<file path="config.mk">
export PLATFORM = sky130hd
export DESIGN_NAME = irq_event_ctrl
export DESIGN_NICKNAME = d
export VERILOG_FILES = /design/src/rtl/irq_evt_pkg.sv /design/src/rtl/irq_src_tracker.sv /design/src/rtl/irq_bus_port.sv /design/src/rtl/irq_state_regs.sv /design/src/rtl/irq_event_ctrl.sv
export SDC_FILE = /design/constraint.sdc
export NUM_CORES = 1
export LEC_CHECK = 0
export ABC_CLOCK_PERIOD_IN_PS = 4200
export BUFFER_PORTS_ARGS = -buffer_cell sky130_fd_sc_hd__buf_2
export CORE_UTILIZATION = 25
export CTS_CLUSTER_DIAMETER = 30
export DETAILED_ROUTE_END_ITERATION = 8
export GPL_ROUTABILITY_DRIVEN = 0
export REMOVE_ABC_BUFFERS = 1
export SLEW_MARGIN = 15
export SYNTH_ARGS = -nofsm -noshare
export SYNTH_HDL_FRONTEND = slang
export SYNTH_SLANG_ARGS = --single-unit
</file>
<file path="constraint.sdc">
create_clock -name clk -period 4.2 [get_ports clk]
set_input_delay 0.63 -clock clk [delete_from_list [all_inputs] [get_ports clk]]
set_output_delay 0.63 -clock clk [all_outputs]
set_load 0.05 [all_outputs]
</file>
<file path="src/rtl/irq_evt_pkg.sv">
package irq_evt_pkg;
  localparam int REG_W       = 32;
  localparam int POS_W       = $clog2(REG_W);
  localparam int MODE_BIT    = 31;
  localparam int CLR_ALL_BIT = 31;

  typedef enum logic [1:0] {
    REG_EVENTS = 2'd0,
    REG_MASK   = 2'd1,
    REG_CLEAR  = 2'd2,
    REG_LEVELS = 2'd3
  } reg_sel_e;

  function automatic logic [REG_W-1:0] bswap32(input logic [REG_W-1:0] d);
    return {d[7:0], d[15:8], d[23:16], d[31:24]};
  endfunction
endpackage

</file>
<file path="src/rtl/irq_src_tracker.sv">
module irq_src_tracker
  import irq_evt_pkg::*;
#(
  parameter int                     NUM_SRC = 3,
  parameter logic [NUM_SRC*POS_W-1:0] SRC_POS = {5'd19, 5'd12, 5'd18}
) (
  input  logic               clk,
  input  logic               rst_n,
  input  logic [NUM_SRC-1:0] src_i,
  output logic [REG_W-1:0]   chg_vec_o,
  output logic [REG_W-1:0]   lvl_vec_o,
  output logic               any_chg_o
);
  logic [NUM_SRC-1:0] src_q;
  logic [NUM_SRC-1:0] src_d;

  // one flop per source line, kept as a previous-cycle copy
  for (genvar g = 0; g < NUM_SRC; g++) begin : g_src
    always_comb src_d[g] = src_i[g];
    always_ff @(posedge clk or negedge rst_n) begin
      if (!rst_n) src_q[g] <= 1'b0;
      else        src_q[g] <= src_d[g];
    end
  end

  // spread per-source flags onto their register bit positions
  always_comb begin
    chg_vec_o = '0;
    lvl_vec_o = '0;
    for (int i = 0; i < NUM_SRC; i++) begin
      chg_vec_o[SRC_POS[i*POS_W +: POS_W]] = src_i[i] ^ src_q[i];
      lvl_vec_o[SRC_POS[i*POS_W +: POS_W]] = src_i[i];
    end
    any_chg_o = |(src_i ^ src_q);
  end
endmodule

</file>
<file path="src/rtl/irq_bus_port.sv">
module irq_bus_port
  import irq_evt_pkg::*;
#(
  parameter int ADDR_W = 8
) (
  input  logic              bus_sel,
  input  logic              bus_we,
  input  logic [ADDR_W-1:0] bus_addr,
  input  logic [REG_W-1:0]  bus_wdata,
  input  logic [REG_W-1:0]  events_q,
  input  logic [REG_W-1:0]  mask_q,
  input  logic [REG_W-1:0]  levels_q,
  output logic [REG_W-1:0]  bus_rdata,
  output logic              mask_we,
  output logic              clr_we,
  output logic [REG_W-1:0]  wdata_sw
);
  localparam int HI_W = ADDR_W - 4;

  logic     hit;
  reg_sel_e idx;

  always_comb begin
    hit      = (bus_addr[1:0] == 2'b00) && (bus_addr[ADDR_W-1:4] == HI_W'(0));
    idx      = reg_sel_e'(bus_addr[3:2]);
    wdata_sw = bswap32(bus_wdata);
    mask_we  = bus_sel && bus_we && hit && (idx == REG_MASK);
    clr_we   = bus_sel && bus_we && hit && (idx == REG_CLEAR);
    bus_rdata = '0;
    if (bus_sel && !bus_we && hit) begin
      unique case (idx)
        REG_EVENTS: bus_rdata = bswap32(events_q);
        REG_MASK:   bus_rdata = bswap32(mask_q);
        REG_LEVELS: bus_rdata = bswap32(levels_q);
        default:    bus_rdata = '0;
      endcase
    end
  end
endmodule

</file>
<file path="src/rtl/irq_state_regs.sv">
module irq_state_regs
  import irq_evt_pkg::*;
(
  input  logic             clk,
  input  logic             rst_n,
  input  logic [REG_W-1:0] chg_vec,
  input  logic [REG_W-1:0] lvl_vec,
  input  logic             any_chg,
  input  logic             mask_we,
  input  logic             clr_we,
  input  logic [REG_W-1:0] wdata_sw,
  output logic [REG_W-1:0] events_q,
  output logic [REG_W-1:0] mask_q,
  output logic [REG_W-1:0] levels_q,
  output logic             irq_o
);
  logic [REG_W-1:0] events_d, mask_d, levels_d, ev_cleared;
  logic             mode, proc, irq_d;

  always_comb begin
    mode = mask_q[MODE_BIT];
    proc = mode && any_chg;

    ev_cleared = events_q;
    if (clr_we) begin
      if (wdata_sw[CLR_ALL_BIT]) ev_cleared = '0;
      else                       ev_cleared = events_q & wdata_sw;
    end

    events_d = ev_cleared;
    levels_d = levels_q;
    if (proc) begin
      events_d = (ev_cleared | chg_vec) & mask_q;
      levels_d = (levels_q & ~chg_vec) | (lvl_vec & chg_vec);
    end

    mask_d = mask_we ? wdata_sw : mask_q;
    irq_d  = (events_q != '0);
  end

  always_ff @(posedge clk or negedge rst_n) begin
    if (!rst_n) begin
      events_q <= '0;
      mask_q   <= '0;
      levels_q <= '0;
      irq_o    <= 1'b0;
    end else begin
      events_q <= events_d;
      levels_q <= levels_d;
      irq_o    <= irq_d;
      if (mask_we) mask_q <= mask_d;
    end
  end

  assert_frozen_R3: assert property (@(posedge clk) disable iff (!rst_n)
    (!mode && !clr_we) |=> ($stable(events_q) && $stable(levels_q)));

  assert_filter_R4: assert property (@(posedge clk) disable iff (!rst_n)
    proc |=> ((events_q & ~$past(mask_q)) == '0));

  assert_sticky_R4: assert property (@(posedge clk) disable iff (!rst_n)
    (!clr_we && !proc) |=> $stable(events_q));

  assert_clrall_R6: assert property (@(posedge clk) disable iff (!rst_n)
    (clr_we && wdata_sw[CLR_ALL_BIT] && !proc) |=> (events_q == '0));

  assert_maskwr_R2: assert property (@(posedge clk) disable iff (!rst_n)
    mask_we |=> (bswap32(mask_q) == $past(bswap32(wdata_sw))));

  assert_irq_follow_R8: assert property (@(posedge clk) disable iff (!rst_n)
    1'b1 |=> (irq_o == ($past(events_q) != '0)));

  assert_no_refilter_R10: assert property (@(posedge clk) disable iff (!rst_n)
    (mask_we && !any_chg) |=> $stable(events_q));
endmodule

</file>
<file path="src/rtl/irq_event_ctrl.sv">
module irq_event_ctrl
  import irq_evt_pkg::*;
#(
  parameter int ADDR_W  = 8,
  parameter int NUM_SRC = 3,
  parameter logic [NUM_SRC*POS_W-1:0] SRC_POS = {5'd19, 5'd12, 5'd18}
) (
  input  logic               clk,
  input  logic               rst_n,
  input  logic [NUM_SRC-1:0] src_i,
  input  logic               bus_sel,
  input  logic               bus_we,
  input  logic [ADDR_W-1:0]  bus_addr,
  input  logic [REG_W-1:0]   bus_wdata,
  output logic [REG_W-1:0]   bus_rdata,
  output logic               irq_o
);
  logic [REG_W-1:0] chg_vec, lvl_vec, wdata_sw;
  logic [REG_W-1:0] events_q, mask_q, levels_q;
  logic             any_chg, mask_we, clr_we;

  irq_src_tracker #(.NUM_SRC(NUM_SRC), .SRC_POS(SRC_POS)) u_trk (
    .clk       (clk),
    .rst_n     (rst_n),
    .src_i     (src_i),
    .chg_vec_o (chg_vec),
    .lvl_vec_o (lvl_vec),
    .any_chg_o (any_chg)
  );

  irq_bus_port #(.ADDR_W(ADDR_W)) u_bus (
    .bus_sel   (bus_sel),
    .bus_we    (bus_we),
    .bus_addr  (bus_addr),
    .bus_wdata (bus_wdata),
    .events_q  (events_q),
    .mask_q    (mask_q),
    .levels_q  (levels_q),
    .bus_rdata (bus_rdata),
    .mask_we   (mask_we),
    .clr_we    (clr_we),
    .wdata_sw  (wdata_sw)
  );

  irq_state_regs u_regs (
    .clk      (clk),
    .rst_n    (rst_n),
    .chg_vec  (chg_vec),
    .lvl_vec  (lvl_vec),
    .any_chg  (any_chg),
    .mask_we  (mask_we),
    .clr_we   (clr_we),
    .wdata_sw (wdata_sw),
    .events_q (events_q),
    .mask_q   (mask_q),
    .levels_q (levels_q),
    .irq_o    (irq_o)
  );

  assert_unmapped_rd_R9: assert property (@(posedge clk) disable iff (!rst_n)
    (bus_sel && !bus_we && (bus_addr[1:0] != 2'b00)) |-> (bus_rdata == '0));
endmodule

</file>
==> metrics.md <==
| Metric | Value |
|---|---|
| CP Capture Type | `output pin` |
| # IOs | `80` |
| CTS root buffer | `clkbuf_16` |
| CP Data Required Time | `3.57 ns` |
| Final worst slack | `around 0.91 ns` |
| Netlist Area Pre-Place | `3685 sq um` |
| Most frequent cells in the layout | `78 x buf_2, 71 x dfrtp_1, 32 x mux2i_1` |
| Commonest non-fill, non-tap cell in the layout | `buf_2` |
| Pwr Density | `366.0 nW/um^2` |
| CTS max path bufs | `2` |
| Setup bufs post-CTS | `0` |
| # setup viols final | `0` |
| Synth Register Bits | `71` |
| Vias in the first global route | `2687` |
| Final Hold Violating Endpoints | `0` |
| TNS Setup | `0 ns` |
| Detailed router's first-iteration violation count | `around 120` |
| Pre-CTS setup slack | `0.9266 ns` |
| Via count | `2700` |
| FP Rows | `44` |
| Die H | `123.4 um` |
| WL per Instance | `approximately 17 um` |
| Met1 Use GR | `17.56%` |
| Share of post-route cells with drive strength above 1 | `44.15%` |
| Via density | `approximately 4.8` |
| Hold WC Path Type | `input port to asynchronous set/reset pin` |
| Layout fillers | `1483` |
| Reg2reg start | `u_trk.src_q[1]` |
| Max VDD drop | `0.1523 mV` |
| Core region area | `14480 sq um` |
| Routed wire length | `roughly 9.4 mm` |
| CTS sink cnt | `71` |
| Die area | `15230 sq um` |
| Max-cap violations | `0` |
| Syn Inst Count | `298` |
| CTS Hold Bufs | `0` |
| Fin crit period | `3.294 ns` |
| Grt ovf | `0` |
| Clock Latency Late Sink | `0.34 ns` |
| Initial Utilization | `between 20% and 30%` |
| R2r setup slk | `approximately 2.2 ns` |
| Setup crit end | `bus_rdata[8]` |
| Distinct cells, synth | `32` |
| Final period util | `between 70% and 80%` |
| Setup Skew | `0.008319 ns` |
| RSZ-0062 raised after global routing | `no` |
| Total power draw | `between 1.5 and 2 mW` |
| Chip width | `123.4 um` |
| CP max FO | `16` |
| Ys Warns | `0` |
| First-pass iteration count of the detailed router | `7` |
| DRC Markers | `0` |
| Register area share after synthesis | `48.22%` |
| Antenna cells | `0` |
| CTS H-tree lvls | `3` |
| Busiest grt layer | `met2` |
| TritonCTS Buffers | `9` |
| TritonCTS clock tree | `yes` |
| Fin. max-slew vios | `0` |
| Slew headroom | `38.78%` |
| Final core occ | `31.46%` |
| Setup Crit Path Kind | `input port to output pin` |
| Least-Margin Pin Slew | `0.9183 ns` |
| First-pass GRT wire length | `14.71 mm` |
| Pleak | `2.254 nW` |
| Final ANT Viol Nets | `0` |
| Syn-to-layout area delta | `23.60%` |
| Initial antenna violation count | `0` |
| Fmax | `303.6 MHz` |
| Port Buf Inserts | `79` |
| Syn avg cell area | `12.37 sq um` |
| Reg-to-Reg End | `u_regs.events_q[30]` |
| Crit. Startpoint | `bus_addr[1]` |
| Total GRT Usage | `13.16%` |
| CTS resizes | `0` |
| Maximum number of pins on one net before global-route repair | `72` |
| Critical Path Source Type | `input port` |
| Met2 usage | `20.29%` |
| Reg2Reg Depth | `4` |
| CP arrival | `2.66 ns` |
| Status | `finished, final reports clean` |
| Clock edge transition at the registers on the reported setup and hold paths | `roughly 0.060 ns` |
| # nets final | `418` |
| Hpwl dp | `6.317 mm` |
| GR Util met3 | `3.044%` |
==> worst min path at each step <==
stage	startpoint	end	slack, ns	cells past startpoint
after global routing	src_i[0]	u_trk.src_q[0]	0.43	1
after global placement	u_trk.src_q[2]	flop	0.47	1
after floorplan	rst_n	asynchronous set/reset pin	0.33	0
after CTS	src_i[0]	u_trk.src_q[0]	0.42	1
after detailed placement	u_trk.src_q[2]	flop	0.48	1
final	rst_n	u_trk.src_q[1]	0.42	1
==> final cells by class <==
class | instances | area (sq um) | share of cell area (%)
repair buffers | 84 | 435.4 | 9.560
inverters | 2 | 7.507 | 0.1648
flip-flops and latches | 71 | 1777 | 39.01
well taps | 184 | 230.2 | 5.055
clock buffers | 11 | 252.7 | 5.549
clock inverters | 5 | 80.08 | 1.758
multi-input cells | 203 | 1772 | 38.90
==> cell usage after synthesis <==
library cell / number / area (sq um)
o21ai_0: 10 / 50.05
a21oi_1: 2 / 10.01
nand2_1: 1 / 3.750
and3b_1: 3 / 26.28
buf_12: 3 / 60.06
a2bb2oi_1: 3 / 26.28
or3_1: 1 / 6.260
o221a_2: 28 / 315.3
dfrtp_1: 71 / 1777
mux2_2: 3 / 33.78
and2_1: 4 / 25.02
buf_1: 1 / 3.750
xor2_1: 3 / 26.28
mux2_4: 30 / 450.4
mux2i_1: 32 / 320.3
nand2b_1: 2 / 12.51
nand4_1: 2 / 12.51
or2_2: 2 / 12.51
inv_1: 2 / 7.510
clkbuf_1: 13 / 48.80
nand3_1: 3 / 15.01
buf_6: 1 / 11.26
nor3_1: 1 / 5.000
a221oi_1: 3 / 26.28
or4bb_1: 1 / 11.26
nor2b_1: 28 / 175.2
nor2_1: 29 / 108.9
buf_2: 4 / 20.02
o31ai_1: 1 / 7.510
nor4_1: 8 / 50.05
or4_1: 2 / 15.01
or4_4: 1 / 11.26
==> report_power, final <==
group	leakage, nW	total (mW)	switching, mW	internal (mW)
Combinational	1.14	0.113	0.0608	0.0520
Clock	0.158	0.846	0.295	0.551
Sequential	0.951	0.708	0.0112	0.697
Total	2.25	1.67	0.367	1.30
==> critical path, cell delays in order <==
cell    delay [ns]
buf_2         0.09
or4_1         0.64
or4_1         0.61
buf_4         0.23
nor2_1        0.17
buf_2         0.29
==> cells by family (layout without fill, tap and decap cells) <==
family / Yosys count / count (layout) / share of synthesized area (%)
flops: 71 / 71 / 48.22
mux: 65 / 65 / 21.83
simple gates: 88 / 88 / 13.31
compound gates: 47 / 47 / 11.82
buf+inv: 24 / 102 / 4.109
xor+xnor: 3 / 3 / 0.7132
==> through the flow <==
stage | hold slack [ns] | area [sq um] | cells
3_5_place_dp | 0.4767 | 4220 | 544
6_report | 0.4184 | 4554 | 560
3_3_place_gp | 0.4662 | 4220 | 544
2_1_floorplan | 0.3344 | 3541 | 276
4_1_cts | 0.4184 | 4553 | 560
5_1_grt | 0.4251 | 4554 | 560
==> sequential cells by signal (all words and copies together), names as in the netlist, named ones only <==
| signal | count |
|---|---|
| u_trk.src_q | 3 |
| u_regs.mask_q | 32 |
| u_regs.events_q | 32 |
| u_regs.irq_o | 1 |
==> metal layers <==
metal / wire length, um / vias to the layer above
li1: - / 1251
met1: 4375 / 1364
met5: 0 / -
met4: 153 / 0
met2: 4455 / 72
met3: 423 / 13
Power figures use the tool's default switching activity.
